File: src/rtl/ptp_cnt_pkg.sv
package ptp_cnt_pkg;
  typedef enum logic [2:0] {
    RA_CTRL   = 3'd0,
    RA_TIME   = 3'd1,
    RA_MODULO = 3'd2,
    RA_CINT   = 3'd3,
    RA_STEP   = 3'd4
  } reg_addr_e;

  localparam int CTRL_RUN_BIT  = 0;
  localparam int CTRL_WRAP_LO  = 4;
  localparam int CTRL_WRAP_HI  = 5;
  localparam int CTRL_SNAP_BIT = 11;
  localparam int STEP_CORR_LSB = 8;
endpackage

File: src/rtl/ptp_corr_sched.sv
module ptp_corr_sched #(
  parameter int TW = 32
) (
  input  logic          clk,
  input  logic          rst_n,
  input  logic          run,
  input  logic [TW-1:0] interval,
  input  logic          restart,
  output logic          tick
);
  logic [TW-1:0] cyc_q, cyc_d;
  logic          active;

  assign active = run && (interval != '0);

  always_comb begin
    tick  = active && (cyc_q == interval);
    cyc_d = cyc_q;
    if (restart)     cyc_d = '0;
    else if (active) cyc_d = tick ? '0 : cyc_q + 1'b1;
  end

  always_ff @(posedge clk or negedge rst_n) begin
    if (!rst_n) cyc_q <= '0;
    else        cyc_q <= cyc_d;
  end
endmodule

File: src/rtl/ptp_time_acc.sv
module ptp_time_acc #(
  parameter int TW     = 32,
  parameter int STEP_W = 7
) (
  input  logic              clk,
  input  logic              rst_n,
  input  logic              run,
  input  logic              wrap_en,
  input  logic [TW-1:0]     modulus,
  input  logic [STEP_W-1:0] step_norm,
  input  logic [STEP_W-1:0] step_corr,
  input  logic              tick,
  input  logic              load,
  input  logic [TW-1:0]     load_val,
  output logic [TW-1:0]     count,
  output logic              wrap_pulse
);
  localparam int SW = TW + 1;

  logic [TW-1:0] cnt_q, cnt_d;
  logic          pulse_q, pulse_d;
  logic [SW-1:0] sum, reduced;
  logic          hit;

  always_comb begin
    sum     = {1'b0, cnt_q} + SW'(tick ? step_corr : step_norm);
    hit     = wrap_en && (modulus != '0) && (sum >= {1'b0, modulus});
    reduced = sum - {1'b0, modulus};
    cnt_d   = cnt_q;
    pulse_d = 1'b0;
    if (load) begin
      cnt_d = load_val;
    end else if (run) begin
      cnt_d   = hit ? reduced[TW-1:0] : sum[TW-1:0];
      pulse_d = hit;
    end
  end

  always_ff @(posedge clk or negedge rst_n) begin
    if (!rst_n) begin
      cnt_q   <= '0;
      pulse_q <= 1'b0;
    end else begin
      cnt_q   <= cnt_d;
      pulse_q <= pulse_d;
    end
  end

  assign count      = cnt_q;
  assign wrap_pulse = pulse_q;
endmodule

File: src/rtl/ptp_regs.sv
module ptp_regs
  import ptp_cnt_pkg::*;
#(
  parameter int TW     = 32,
  parameter int STEP_W = 7
) (
  input  logic              clk,
  input  logic              rst_n,
  input  logic              wr_en,
  input  logic              rd_en,
  input  logic [2:0]        addr,
  input  logic [TW-1:0]     wdata,
  input  logic [TW-1:0]     count,
  output logic [TW-1:0]     rdata,
  output logic              run,
  output logic              wrap_en,
  output logic [TW-1:0]     modulus,
  output logic [TW-1:0]     interval,
  output logic              cint_wr,
  output logic [STEP_W-1:0] step_norm,
  output logic [STEP_W-1:0] step_corr,
  output logic              load,
  output logic [TW-1:0]     snap
);
  localparam int CORR_MSB = STEP_CORR_LSB + STEP_W - 1;

  logic              run_q, run_d;
  logic [1:0]        wmode_q, wmode_d;
  logic [TW-1:0]     mod_q, mod_d, cint_q, cint_d, snap_q, snap_d, rd_q, rd_d;
  logic [STEP_W-1:0] sn_q, sn_d, sc_q, sc_d;
  logic [TW-1:0]     rsel;
  reg_addr_e         ra;

  assign ra = reg_addr_e'(addr);

  always_comb begin
    run_d   = run_q;
    wmode_d = wmode_q;
    mod_d   = mod_q;
    cint_d  = cint_q;
    sn_d    = sn_q;
    sc_d    = sc_q;
    snap_d  = snap_q;
    if (wr_en) begin
      unique case (ra)
        RA_CTRL: begin
          run_d   = wdata[CTRL_RUN_BIT];
          wmode_d = wdata[CTRL_WRAP_HI:CTRL_WRAP_LO];
          if (wdata[CTRL_SNAP_BIT]) snap_d = count;
        end
        RA_MODULO: mod_d  = wdata;
        RA_CINT:   cint_d = wdata;
        RA_STEP: begin
          sn_d = wdata[STEP_W-1:0];
          sc_d = wdata[CORR_MSB:STEP_CORR_LSB];
        end
        default: ;
      endcase
    end
  end

  always_comb begin
    rsel = '0;
    unique case (ra)
      RA_CTRL: begin
        rsel[CTRL_RUN_BIT]              = run_q;
        rsel[CTRL_WRAP_HI:CTRL_WRAP_LO] = wmode_q;
      end
      RA_TIME:   rsel = snap_q;
      RA_MODULO: rsel = mod_q;
      RA_CINT:   rsel = cint_q;
      RA_STEP: begin
        rsel[STEP_W-1:0]              = sn_q;
        rsel[CORR_MSB:STEP_CORR_LSB]  = sc_q;
      end
      default: rsel = '0;
    endcase
    rd_d = rd_en ? rsel : rd_q;
  end

  always_ff @(posedge clk or negedge rst_n) begin
    if (!rst_n) begin
      run_q   <= 1'b0;
      wmode_q <= 2'b00;
      mod_q   <= '0;
      cint_q  <= '0;
      sn_q    <= '0;
      sc_q    <= '0;
      snap_q  <= '0;
      rd_q    <= '0;
    end else begin
      run_q   <= run_d;
      wmode_q <= wmode_d;
      mod_q   <= mod_d;
      cint_q  <= cint_d;
      sn_q    <= sn_d;
      sc_q    <= sc_d;
      snap_q  <= snap_d;
      rd_q    <= rd_d;
    end
  end

  assign rdata     = rd_q;
  assign run       = run_q;
  assign wrap_en   = |wmode_q;
  assign modulus   = mod_q;
  assign interval  = cint_q;
  assign cint_wr   = wr_en && (ra == RA_CINT);
  assign step_norm = sn_q;
  assign step_corr = sc_q;
  assign load      = wr_en && (ra == RA_TIME);
  assign snap      = snap_q;
endmodule

File: src/rtl/ptp_fine_counter.sv
module ptp_fine_counter #(
  parameter int TW     = 32,
  parameter int STEP_W = 7
) (
  input  logic          clk,
  input  logic          rst_n,
  input  logic          wr_en,
  input  logic          rd_en,
  input  logic [2:0]    addr,
  input  logic [TW-1:0] wdata,
  output logic [TW-1:0] rdata,
  output logic [TW-1:0] cur_time,
  output logic          wrap_pulse
);
  logic              run_w, wrap_en_w, cint_wr_w, load_w, tick_w;
  logic [TW-1:0]     modulus_w, interval_w, snap_w;
  logic [STEP_W-1:0] step_norm_w, step_corr_w;

  ptp_regs #(.TW(TW), .STEP_W(STEP_W)) u_regs (
    .clk       (clk),
    .rst_n     (rst_n),
    .wr_en     (wr_en),
    .rd_en     (rd_en),
    .addr      (addr),
    .wdata     (wdata),
    .count     (cur_time),
    .rdata     (rdata),
    .run       (run_w),
    .wrap_en   (wrap_en_w),
    .modulus   (modulus_w),
    .interval  (interval_w),
    .cint_wr   (cint_wr_w),
    .step_norm (step_norm_w),
    .step_corr (step_corr_w),
    .load      (load_w),
    .snap      (snap_w)
  );

  ptp_corr_sched #(.TW(TW)) u_sched (
    .clk      (clk),
    .rst_n    (rst_n),
    .run      (run_w),
    .interval (interval_w),
    .restart  (cint_wr_w),
    .tick     (tick_w)
  );

  ptp_time_acc #(.TW(TW), .STEP_W(STEP_W)) u_acc (
    .clk        (clk),
    .rst_n      (rst_n),
    .run        (run_w),
    .wrap_en    (wrap_en_w),
    .modulus    (modulus_w),
    .step_norm  (step_norm_w),
    .step_corr  (step_corr_w),
    .tick       (tick_w),
    .load       (load_w),
    .load_val   (wdata),
    .count      (cur_time),
    .wrap_pulse (wrap_pulse)
  );
endmodule

File: config.mk
export PLATFORM = sky130hd
export DESIGN_NAME = ptp_fine_counter
export DESIGN_NICKNAME = d
export VERILOG_FILES = /design/src/rtl/ptp_cnt_pkg.sv /design/src/rtl/ptp_corr_sched.sv /design/src/rtl/ptp_time_acc.sv /design/src/rtl/ptp_regs.sv /design/src/rtl/ptp_fine_counter.sv
export SDC_FILE = /design/constraint.sdc
export NUM_CORES = 1
export LEC_CHECK = 0
export ABC_AREA = 1
export BUFFER_PORTS_ARGS = -buffer_cell sky130_fd_sc_hd__buf_2
export CELL_PAD_IN_SITES_DETAIL_PLACEMENT = 1
export CELL_PAD_IN_SITES_GLOBAL_PLACEMENT = 2
export CORE_MARGIN = 2
export CORE_UTILIZATION = 35
export CTS_CLUSTER_DIAMETER = 100
export DETAILED_ROUTE_END_ITERATION = 8
export MAX_ROUTING_LAYER = met4
export PLACE_DENSITY_LB_ADDON = 0.15
export SLEW_MARGIN = 20
export SYNTH_ARGS = -nofsm -noshare
export SYNTH_HDL_FRONTEND = slang
export SYNTH_SLANG_ARGS = --single-unit
export TNS_END_PERCENT = 20
File: constraint.sdc
create_clock -name clk -period 5.05 [get_ports clk]
set_clock_uncertainty 0.05 [all_clocks]
set_input_delay 0.7575 -clock clk [delete_from_list [all_inputs] [get_ports clk]]
set_output_delay 0.7575 -clock clk [all_outputs]
set_load 0.05 [all_outputs]
Word-level counts from Yosys, hierarchy flattened
Cells that the tools add are included.

ROM bits: 0. Logic and storage cells: 53. Latch bits: 0. Memories kept: 0. Register bits after elaboration: 210. Bits in writable memories: 0.

Magnitude comparators: 1. Divide/modulo/power cells: 0. Add/subtract/negate cells: 3. Shift operators: 0. Bitwise gates (word level): 0. Mux-type cells: 16. $mul: 0. Equality and inequality tests: 5. Reductions and logical operators: 17.

Operators by type and width (number): 2-to-1 mux 32 bit (6); nonzero test 32 bit (2); one-hot mux 17 bit (3 select lines) (1); adder 32 x 7 -> 33 bit (1); greater-or-equal comparator 33 x 32 -> 1 bit (1); adder 32 x 1 -> 32 bit, second input constant (1); equality test 32 bit (1); subtractor 32 bit (1); one-hot mux 7 bit (4 select lines) (1); one-hot mux 3 bit (4 select lines) (1); one-hot mux 2 bit (5 select lines) (1); AND reduction 2 bit (4); 2-to-1 mux 7 bit (1); equality test 3 x 2 -> 1 bit, second input constant (2); logical AND 1 bit (6); one-hot mux 1 bit (5 select lines) (1); one-hot mux 1 bit (4 select lines) (1); nonzero test 2 bit (2); equality test 3 x 1 -> 1 bit, second input constant (1); equality test 3 bit, second input constant (1); zero test 3 bit (1); one-hot mux 1 bit (3 select lines) (1); AND reduction 3 bit (1); 2-to-1 mux 1 bit (2); OR reduction 2 bit (1).

Logic depth before layout (Yosys ltp)
Gate-level depths: netlist of the first run.

Word-level depth: 10. Depth in mapped cells: 38. Mapped depth without buffers: 37.

Cells and area by module
A second synthesis of the first run with hierarchy kept.

Cell total of the unflattened synthesis: 2238. Area, all modules: 14838.0 µm².

By module, submodules not included: ptp_regs (sequential area each 3628.5 µm², instances 1, area an instance 6341.1 µm², cells an instance 763); ptp_time_acc (sequential area each 825.8 µm², instances 1, area an instance 5467.7 µm², cells an instance 959); ptp_corr_sched (sequential area each 800.8 µm², instances 1, area an instance 3029.2 µm², cells an instance 516).

Worst setup path before layout of the first run
No wires, ideal clock.

Path kind: register to register. Start point: register u_sched.cyc_q[24]. End point: register u_acc.cnt_q[19] (netlist: u_acc.count[19]). Arrival time: 4.201 ns. Data required time: 4.873 ns. Stages on the path, launching flop included: 35. Slack: 0.672 ns. Period minus slack after synthesis: 4.378 ns. Setup time: 0.127 ns. Buffers on the path: 3. Path through: dfrtp_1 > buf_2 > xor2_1 > nor3_1 > nand2_1 > nor2_1 > nand3_2 > clkbuf_1 > o21ai_0 > fa_1 > nand3_1 > nand3_2 > nand2_1 > nand2_2 > nand2_1 > nor2_1 > nand2_1 > nor2_1 > xor2_1 > inv_1 > ha_1 > nand2_1 > nor2_1 > nand2_1 > nor2_1 > nand3_1 > nand3_1 > nor2_1 > nand2_1 > inv_2 > nand3_4 > nand2_4 > buf_6 > nand3_1 > nand3b_1.

Cells in the longest elaborated chain, start to end: 9. Elaborated cells on any way between the ends: 10.

Ends and longest elaborated chain: start: declaration (RTL line ptp_corr_sched.sv:11) `logic [TW-1:0] cyc_q, cyc_d;`; start signal: assignment (RTL line ptp_corr_sched.sv:25) `else cyc_q <= cyc_d;`; equality test 32 bit * (RTL line ptp_corr_sched.sv:17) `tick = active && (cyc_q == interval);`; logical AND 1 bit * (RTL line ptp_corr_sched.sv:17); 2-to-1 mux 7 bit * (RTL line ptp_time_acc.sv:26) `sum = {1'b0, cnt_q} + SW'(tick ? step_corr : step_norm);`; adder 32 x 7 -> 33 bit * (RTL line ptp_time_acc.sv:26); greater-or-equal comparator 33 x 32 -> 1 bit (RTL line ptp_time_acc.sv:27) `hit = wrap_en && (modulus != '0) && (sum >= {1'b0, modulus});`; logical AND 1 bit (RTL line ptp_time_acc.sv:27); 2-to-1 mux 32 bit * (RTL line ptp_time_acc.sv:34) `cnt_d = hit ? reduced[TW-1:0] : sum[TW-1:0];`; 2-to-1 mux 32 bit * (RTL line ptp_time_acc.sv:33) `end else if (run) begin`; 2-to-1 mux 32 bit * (RTL line ptp_time_acc.sv:31) `if (load) begin`; end signal: assignment (RTL line ptp_time_acc.sv:44) `cnt_q <= cnt_d;`; end: declaration (RTL line ptp_time_acc.sv:20) `logic [TW-1:0] cnt_q, cnt_d;`.

Every way passes the cells marked *; elsewhere a longest branch is shown, timed or not. The select of a mux whose other input is x is not followed. A chain may end at the register's enable or synchronous reset.

Worst setup path in the final report of the first run
Start point: register u_regs.cint_q[4] (netlist: u_regs.interval[4]). End point: register u_acc.cnt_q[8] (netlist: u_acc.count[8]).

Cells in the longest elaborated chain, start to end: 10. Elaborated cells on any way between the ends: 12.

Ends and longest elaborated chain: start: declaration (RTL line ptp_regs.sv:29) `logic [TW-1:0] mod_q, mod_d, cint_q, cint_d, snap_q, snap_d, rd_q, rd_d;`; start signal: assignment (RTL line ptp_regs.sv:95) `cint_q <= cint_d;`; nonzero test 32 bit (RTL line ptp_corr_sched.sv:14) `assign active = run && (interval != '0);`; logical AND 1 bit (RTL line ptp_corr_sched.sv:14); logical AND 1 bit * (RTL line ptp_corr_sched.sv:17); 2-to-1 mux 7 bit * (RTL line ptp_time_acc.sv:26); adder 32 x 7 -> 33 bit * (RTL line ptp_time_acc.sv:26); greater-or-equal comparator 33 x 32 -> 1 bit (RTL line ptp_time_acc.sv:27); logical AND 1 bit (RTL line ptp_time_acc.sv:27); 2-to-1 mux 32 bit * (RTL line ptp_time_acc.sv:34); 2-to-1 mux 32 bit * (RTL line ptp_time_acc.sv:33); 2-to-1 mux 32 bit * (RTL line ptp_time_acc.sv:31).

Marks and branches as above.

==> qor.csv, run 1 <==
metric;value;unit
Setup crit start;u_regs.interval[4]$_DFFE_PN0P_;
unrepaired setup endpoints after global routing;yes;
post-synthesis adder-cell area fraction;4.056;%
Port-buffer cells;103;
Post-Syn Area;0.01333;sq mm
worst setup margin;0.06268;ns
synthesized area per cell;7.330;sq um
worst setup path endpoint;u_acc.count[8]$_DFFE_PN0P_;
share of layout cells above drive strength 1;26.64;%
number of max-cap violations;0;
gpl congestion;0.9318;
R2R depth;31;
Layout area overhead;33.77;%
Min Hold Slack;0.2815;ns
reg2reg start;u_regs.interval[4]$_DFFE_PN0P_;
crit path DAT;5.40;ns
Num CTS Buffers;25;
DR top layer;met4;
mux contribution to synthesized area;0;%
Starting Density;35.46;%
asr flop ratio synth;100.0;%
worst slew pin tran;1.029;ns
antenna cell count;0;
routed wire length on met2;26310;um
top_reg_cell synth;dfrtp_1;
htree depth;1;
Post-Synthesis Net Count;1899;
Vias/cell;5.170;
Rows;71;
pwr/cell area;634.0;mW/mm^2
clock latency at the later pin of the worst-skew pair;0.53;ns
Post-synth EDFFs;0;
relative slew slack;31.21;%
total design power;11.30;mW
pin count of the biggest net entering global routing;119;
dpl hpwl;43420;um
fraction of the mapped netlist area in simple logic gates;28.15;%
DR DRC count;0;
DR vias;13705;
Fill cells;4668;
DR iter-0 viols;790;
Final min period;4.987;ns
dpl ws;-0.4809;ns
Total GRT Usage;28.94;%
routed wl met3;1552;um
Final Max Tran Viols;0;
Worst EP required;5.46;ns
register bit count reported by yosys;210;
vias in the first global route;14075;
CTS sink cnt;210;
DRT antenna net count;0;
Worst-path clk slew;0.06;ns
DP Cell Count;2578;
XOR/XNOR Fraction of Synth Area;5.258;%
outcome;completed;
final wirelength;55820;um
final period utilization;98.76;%
Crit Path Class;reg -> reg;
endpoints failing setup;0;
deepest clock path buffer count;3;
IO Pins;104;
WL/cell;21.05;um
yosys warns;0;
CP startpoint kind;flip-flop;
die span in x;199.1;um
worst-path maximum fanout;7;
worst r2r dst;u_acc.count[8]$_DFFE_PN0P_;
core area;0.03758;sq mm
drt first pass iters;5;
Cell variety after synth;47;
Lkg Pwr;8.569;nW
compound-cell area share of the yosys netlist;14.36;%
Chip Height;199.1;um
first-pass GRT wire length;84480;um
Root Buffer Master;clkbuf_16;
TritonCTS clock tree;built;
total grt overflow;0;
CP Capture Type;flip-flop;
Worst VDD drop;452.5;uV
HP Class;in -> async;
CP peak stage delay;0.45;ns
Slowest cell on crit path;dfrtp_2;
initial antenna violation count;0;
wl on met1;26950;um
maximum clock frequency;0.2005;GHz
sequential area share after synthesis;39.43;%
Die Area;0.03965;sq mm
Finished Layout Cells;2651;
final hold vios;0;
Cells after Synth;1818;
main combinational cell family by area after synthesis;simple AND/OR/NAND/NOR gates;
R2R Setup Slk;0.06;ns
final net count;2206;
## worst min path at each step
stage | slack [ns] | cells after the start | end
CTS | 0.32 | 1 | u_regs.rdata[8]$_DFFE_PN0P_
global placement | 0.41 | 2 | u_regs.rdata[12]$_DFFE_PN0P_
floorplan | 0.40 | 2 | u_regs.modulus[10]$_DFFE_PN0P_
detailed placement | 0.41 | 2 | u_regs.rdata[13]$_DFFE_PN0P_
finish | 0.28 | 1 | u_regs.rdata[8]$_DFFE_PN0P_
global route | 0.36 | 1 | u_regs.rdata[6]$_DFFE_PN0P_
## layer usage
layer | vias up | global-route usage, %
met5 | - | -
met3 | 46 | 1.468
li1 | 6573 | -
met2 | 225 | 46.21
met4 | 0 | 5.556
met1 | 6861 | 41.05
## kinds of logic after synthesis
kind of cell,Yosys count
AO/OA/AOI/OAI,337
XOR/XNOR,80
adder cells (fa/ha/maj),42
buffers and inverters,301
flip-flops,210
AND/OR/NAND/NOR,848
## cell type report
| class | count | area, sq um | area share (%) |
|---|---|---|---|
| Clock buffer | 36 | 686.9 | 3.853 |
| Clock inverter | 6 | 55.05 | 0.3088 |
| Tap cell | 511 | 639.4 | 3.586 |
| Sequential cell | 210 | 5258 | 29.49 |
| Timing Repair Buffer | 341 | 2442 | 13.70 |
| Multi-Input combinational cell | 1307 | 7845 | 44.01 |
| Inverter | 240 | 900.9 | 5.053 |
## synthesized netlist by cell type, drive strengths merged, types with 2 or more instances
| cell type | count | area (sq um) |
|---|---|---|
| nand2 | 467 | 1785 |
| inv | 239 | 897.1 |
| dfrtp | 210 | 5255 |
| o21ai | 180 | 900.9 |
| nor2 | 162 | 658.1 |
| nand3 | 88 | 473.0 |
| xor2 | 62 | 543.0 |
| a21oi | 57 | 292.8 |
| nand4 | 52 | 331.6 |
| clkbuf | 46 | 172.7 |
| o22ai | 43 | 269.0 |
| ha | 40 | 500.5 |
| nor3 | 34 | 185.2 |
| a221oi | 24 | 210.2 |
| nand3b | 24 | 180.2 |
| xnor2 | 18 | 157.7 |
| buf | 15 | 91.33 |
| nor4 | 11 | 68.82 |
| a31oi | 10 | 62.56 |
| or2 | 7 | 43.80 |
| o21bai | 6 | 45.04 |
| o21a | 5 | 37.54 |
| a211oi | 3 | 22.52 |
| a21o | 3 | 22.52 |
| o2111ai | 3 | 26.28 |
| and3 | 2 | 12.51 |
| fa | 2 | 40.04 |
## placed cells by master, fill, tap and decap left out, drive strengths merged, types with 24 or more instances in the layout
cell type,netlist,layout
a21oi,57,57
a221oi,24,24
buf,15,339
clkbuf,46,38
dfrtp,210,210
ha,40,40
inv,239,239
nand2,467,467
nand3,88,88
nand3b,24,24
nand4,52,52
nor2,162,162
nor3,34,34
o21ai,180,180
o22ai,43,43
xor2,62,62
## critical path, delay by kind of cell, from the launching register on
kind            cells  cell delay [ns]
compound gates      4             0.44
xor+xnor            2             0.40
fa+ha+maj           3             0.84
buf+inv             6             0.86
flops               1             0.45
simple gates       16             1.85
## state kept, by name, indices dropped and copies added (netlist names)
name and flops:
u_acc.count 32, u_acc.wrap_pulse 1, u_regs.interval 32, u_regs.modulus 32, u_regs.rdata 32, u_regs.run 1, u_regs.snap 32, u_regs.step_corr 7
u_regs.step_norm 7, u_regs.wmode_q 2, u_sched.cyc_q 32
## metrics by stage
step	area, sq um	setup TNS, ns	utilization, %
after floorplan	13330	0	-
after global placement	15830	-9.267	42.13
after detailed placement	15830	-13.31	42.13
after CTS	17100	0	45.50
after global routing	17830	-5.972	47.44
final	17830	0	47.44
## where the power goes
group / internal [mW] / total, mW / switching, mW
clock: 0.986 / 1.70 / 0.719
sequential: 2.09 / 2.53 / 0.447
combinational: 2.85 / 7.07 / 4.22
## what timing repair did
item / 4_1_cts / 5_1_grt
buffers inserted: 17 / 12
endpoints found under the setup margin: 33 / 33
pin swaps: 37 / 60
cloned: 2 / 2
hold buffers: 0 / 0
resized for setup: 82 / 112
(Power assumes the default switching activity.)
==> inputs of run 2 (changes only) <==
Settings changed: SETUP_SLACK_MARGIN set to 0.1.
==> qor.csv, run 2 (same netlist as run 1, synthesis figures left out) <==
metric;value;unit
Switching Share;47.60;%
Layout area overhead;34.89;%
initial antenna violation count;1;
post-route cell area;0.01798;sq mm
Post-DP Area;0.01583;sq mm
pwr/cell area;635.4;mW/mm^2
clock latency at the later pin of the worst-skew pair;0.53;ns
WL/cell;21.10;um
Final min period;4.974;ns
DR vias;13793;
Worst EP required;5.46;ns
Rows;71;
worst slew pin tran;1.015;ns
Crit Path Class;reg -> reg;
unrepaired setup endpoints after global routing;yes;
CTS sink cnt;210;
HP Class;in -> async;
DR DRC count;0;
share of layout cells above drive strength 1;27.50;%
Finished Layout Cells;2661;
total grt overflow;0;
pin count of the biggest net entering global routing;119;
most common cell after layout, fill and taps aside;nand2_1;
Starting Density;35.46;%
final period utilization;98.50;%
endpoints failing setup;0;
Root Buffer Master;clkbuf_16;
most used cell along the critical path;nand3_2;
dpl ws;-0.4809;ns
core area;0.03758;sq mm
Worst VDD drop;454.9;uV
final net count;2215;
number of max-cap violations;0;
switching power;5.437;mW
worst-path maximum fanout;19;
relative slew slack;32.20;%
Slowest cell on crit path;dfrtp_1;
Final Max Tran Viols;0;
most frequent cells in the layout;422 x nand2_1, 230 x buf_4, 225 x inv_1;
final hold vios;0;
htree depth;1;
worst setup margin;0.07590;ns
IO Pins;104;
Sequential Power Share;22.2;%
combinational share of power;62.9;%
Port-buffer cells;103;
crit path DAT;5.38;ns
die span in x;199.1;um
CP peak stage delay;0.42;ns
first-pass GRT wire length;84900;um
final wirelength;56140;um
vias in the first global route;14204;
drt first pass iters;7;
Chip Height;199.1;um
TritonCTS clock tree;built;
Vias/cell;5.183;
TNS Setup;0;ns
gpl congestion;0.9318;
DR iter-0 viols;810;
dpl hpwl;43420;um
DP Cell Count;2578;
hold_buf cts;0;
Fill cells;4649;
P_int;5.985;mW
CP Capture Type;flip-flop;
DRT antenna net count;0;
deepest clock path buffer count;3;
Die Area;0.03965;sq mm
Total GRT Usage;29.16;%
Num CTS Buffers;25;
maximum clock frequency;0.2010;GHz
Worst-path clk slew;0.06;ns
Clock Power Share;14.9;%
Lkg Pwr;8.656;nW
outcome;completed;
Final Util;47.84;%
CP startpoint kind;flip-flop;
[run 2: changes by cell type in the layout (fill, tap and decap cells not counted), moves of 2 or more]
cell,before,now
nand2_1,429,422
nand2_4,6,10
o21ai_1,5,7
nand2_2,31,34
a21oi_4,4,2
buf_4,223,230
nand3_2,18,16
ha_1,14,16
a21oi_2,14,17
nand3_4,3,6
ha_4,26,24
nor2_4,11,14
nor2_1,128,124
[run 2: timing repair]
item                                   4_1_cts  5_1_grt
pin swaps                                   63       62
gates resized for setup                    118      100
cloned                                       3        1
setup endpoints to repair                   33       33
setup buffers                               22       16
endpoints found under the hold margin        0        0
[run 2: layer usage]
layer	share of wire (%)	wire length, um	vias to the layer above	track usage (%)
met5	0	0	-	-
met4	2.3	1289	0	7.048
met3	2.9	1643	66	1.738
met2	47	26150	268	46.28
met1	48	27060	6866	40.88
li1	-	-	6593	-
[run 2: critical path, delay by kind of cell (launching register included)]
family | cells | cell delay [ns]
simple gates | 24 | 2.34
buf+inv | 7 | 0.87
flops | 1 | 0.42
fa+ha+maj | 3 | 0.77
xor+xnor | 1 | 0.24
compound gates | 1 | 0.17
[run 2: layout make-up]
type	instances	area [sq um]	share of cell area [%]
repair buffers	350	2529	14.07
flip-flops and latches	210	5258	29.25
multi-input cells	1307	7903	43.96
diodes	1	2.502	0.01392
clock inverters	6	55.05	0.3063
clock buffers	36	686.9	3.821
well taps	511	639.4	3.557
inverters	240	903.4	5.025
[run 2: per-stage QoR]
stage               total power [mW]  hold slack, ns
floorplan                      5.917          0.4030
global route                   12.16          0.3559
global placement               8.537          0.4095
CTS                            10.96          0.3236
finish                         11.42          0.2842
detailed placement             8.644          0.4119
[run 2: worst paths after layout]
check                                                      from                               to  slack, ns  cells after the start
worst max register to register  u_regs.interval[16]$_DFFE_PN0P_      u_acc.count[13]$_DFFE_PN0P_       0.08                     36
worst min-delay path                                      rst_n      u_regs.rdata[8]$_DFFE_PN0P_       0.28                      1
worst min register to register     u_regs.rdata[13]$_DFFE_PN0P_     u_regs.rdata[13]$_DFFE_PN0P_       0.42                      2
min in group clk                                       wdata[3]   u_regs.interval[3]$_DFFE_PN0P_       0.40                      3
max in group asynchronous                                 rst_n  u_regs.interval[19]$_DFFE_PN0P_       3.57                      2
worst max-delay path            u_regs.interval[16]$_DFFE_PN0P_      u_acc.count[13]$_DFFE_PN0P_       0.08                     36
[run 2: power groups by stage]
stage / logic, mW / clock network, mW / registers [mW]
floorplan: 3.00 / 0 / 2.92
global placement: 6.03 / 0 / 2.51
detailed placement: 6.13 / 0 / 2.52
CTS: 6.70 / 1.75 / 2.51
global route: 7.79 / 1.80 / 2.58
finish: 7.18 / 1.70 / 2.54
==> inputs of run 3 (changes only) <==
Settings changed: PLACE_DENSITY_LB_ADDON 0.15 to 0.3.
==> qor.csv, run 3 (same netlist as run 1, synthesis figures left out) <==
metric;value;unit
outcome;completed;
die span in x;199.1;um
pwr/cell area;635.9;mW/mm^2
core area;0.03758;sq mm
post-route cell area;0.01787;sq mm
Vias/cell;5.242;
most common cell after layout, fill and taps aside;nand2_1;
Buf+Inv Stages, Crit Path;6;
clock latency at the later pin of the worst-skew pair;0.52;ns
CP startpoint kind;flip-flop;
Worst VDD drop;397.3;uV
DR DRC count;0;
Starting Density;35.46;%
Final Util;47.54;%
Final min period;5.030;ns
Worst EP required;5.39;ns
share of layout cells above drive strength 1;26.82;%
worst setup margin;0.01999;ns
worst slew pin tran;1.071;ns
Crit Path Class;reg -> reg;
deepest clock path buffer count;3;
crit path DAT;5.37;ns
first-pass GRT wire length;83070;um
worst-path maximum fanout;7;
vias in the first global route;14045;
htree depth;1;
most frequent cells in the layout;428 x nand2_1, 223 x inv_1, 211 x buf_4;
Root Buffer Master;clkbuf_16;
total grt overflow;0;
Lkg Pwr;8.626;nW
gpl congestion;1.005;
endpoints failing setup;0;
pin count of the biggest net entering global routing;84;
Crit path max-delay family;simple AND/OR/NAND/NOR gates;
final net count;2196;
relative slew slack;27.98;%
dpl ws;-0.3943;ns
dpl hpwl;42000;um
Layout area overhead;34.06;%
Total GRT Usage;28.13;%
CTS sink cnt;210;
Port-buffer cells;103;
antenna cell count;0;
CP Capture Type;flip-flop;
maximum clock frequency;0.1988;GHz
Post-DP Area;0.01575;sq mm
IO Pins;104;
CP peak stage delay;0.42;ns
total design power;11.36;mW
Rows;71;
Slowest cell on crit path;dfrtp_1;
WL/cell;20.80;um
DR iter-0 viols;791;
Die Area;0.03965;sq mm
hold_buf cts;0;
initial antenna violation count;0;
Chip Height;199.1;um
TritonCTS clock tree;built;
Num CTS Buffers;25;
final wirelength;55010;um
HP Class;in -> async;
Final Max Tran Viols;0;
Worst-path clk slew;0.06;ns
DR vias;13861;
drt first pass iters;6;
most used cell along the critical path;nand2_1;
DRT antenna net count;0;
number of max-cap violations;0;
final hold vios;0;
unrepaired setup endpoints after global routing;yes;
final period utilization;99.60;%
Fill cells;4674;
run 3: cell types whose count changed in the layout (fill, tap and decap cells not counted), sizes merged:
cell	delta
clkbuf	+1
buf	-19
bufinv	+1
clkinvlp	+1
diode	-1
run 3: routing by layer:
| metal | GRT usage [%] | part of all wire (%) | vias to the layer above |
|---|---|---|---|
| met5 | - | 0 | - |
| li1 | - | - | 6568 |
| met3 | 1.722 | 4.0 | 79 |
| met1 | 39.97 | 47 | 6884 |
| met2 | 44.43 | 47 | 330 |
| met4 | 5.832 | 2.1 | 0 |
run 3: repair_timing:
action | 4_1_cts | 5_1_grt
gates cloned | 2 | 1
hold endpoints to repair | 0 | 0
setup buffers | 10 | 19
pin swaps | 19 | 52
endpoints found under the setup margin | 33 | 33
gates resized for setup | 90 | 112
run 3: layout make-up:
cell class | instances | area (sq um) | area share (%)
inverters | 240 | 900.9 | 5.042
flip-flops and latches | 210 | 5258 | 29.43
repair buffers | 331 | 2360 | 13.21
multi-input cells | 1307 | 7851 | 43.95
clock inverters | 8 | 96.34 | 0.5393
clock buffers | 37 | 760.7 | 4.258
well taps | 511 | 639.4 | 3.579
run 3: report_power, final:
part           switching [mW]  internal, mW  total [mW]
clock                   0.741          1.14        1.88
combinational            4.17          2.76        6.93
sequential              0.460          2.08        2.54
run 3: worst paths after layout:
path                                                 start                              to  slack (ns)  cells after the start
min in group clk               u_regs.rdata[7]$_DFFE_PN0P_     u_regs.rdata[7]$_DFFE_PN0P_        0.42                      2
min reg2reg                    u_regs.rdata[7]$_DFFE_PN0P_     u_regs.rdata[7]$_DFFE_PN0P_        0.42                      2
min                                                  rst_n  u_regs.interval[3]$_DFFE_PN0P_        0.15                      1
max reg2reg                u_regs.interval[29]$_DFFE_PN0P_     u_acc.count[14]$_DFFE_PN0P_        0.02                     34
max                        u_regs.interval[29]$_DFFE_PN0P_     u_acc.count[14]$_DFFE_PN0P_        0.02                     34
max in group asynchronous                            rst_n     u_acc.count[14]$_DFFE_PN0P_        3.63                      2
run 3: stage by stage:
step	setup TNS [ns]	cells	hold WS, ns
2_1_floorplan	0	1818	0.4030
3_3_place_gp	-9.252	2567	0.4086
3_5_place_dp	-10.87	2567	0.4113
4_1_cts	0	2624	0.1885
5_1_grt	-9.516	2644	0.2214
6_report	0	2644	0.1475
run 3: worst reg2reg max path: cells and delay by family, from the launching register on:
kind | cells | cell delay, ns
xor+xnor | 2 | 0.41
compound gates | 1 | 0.14
simple gates | 22 | 2.26
buf+inv | 6 | 0.82
fa+ha+maj | 3 | 0.79
flops | 1 | 0.42
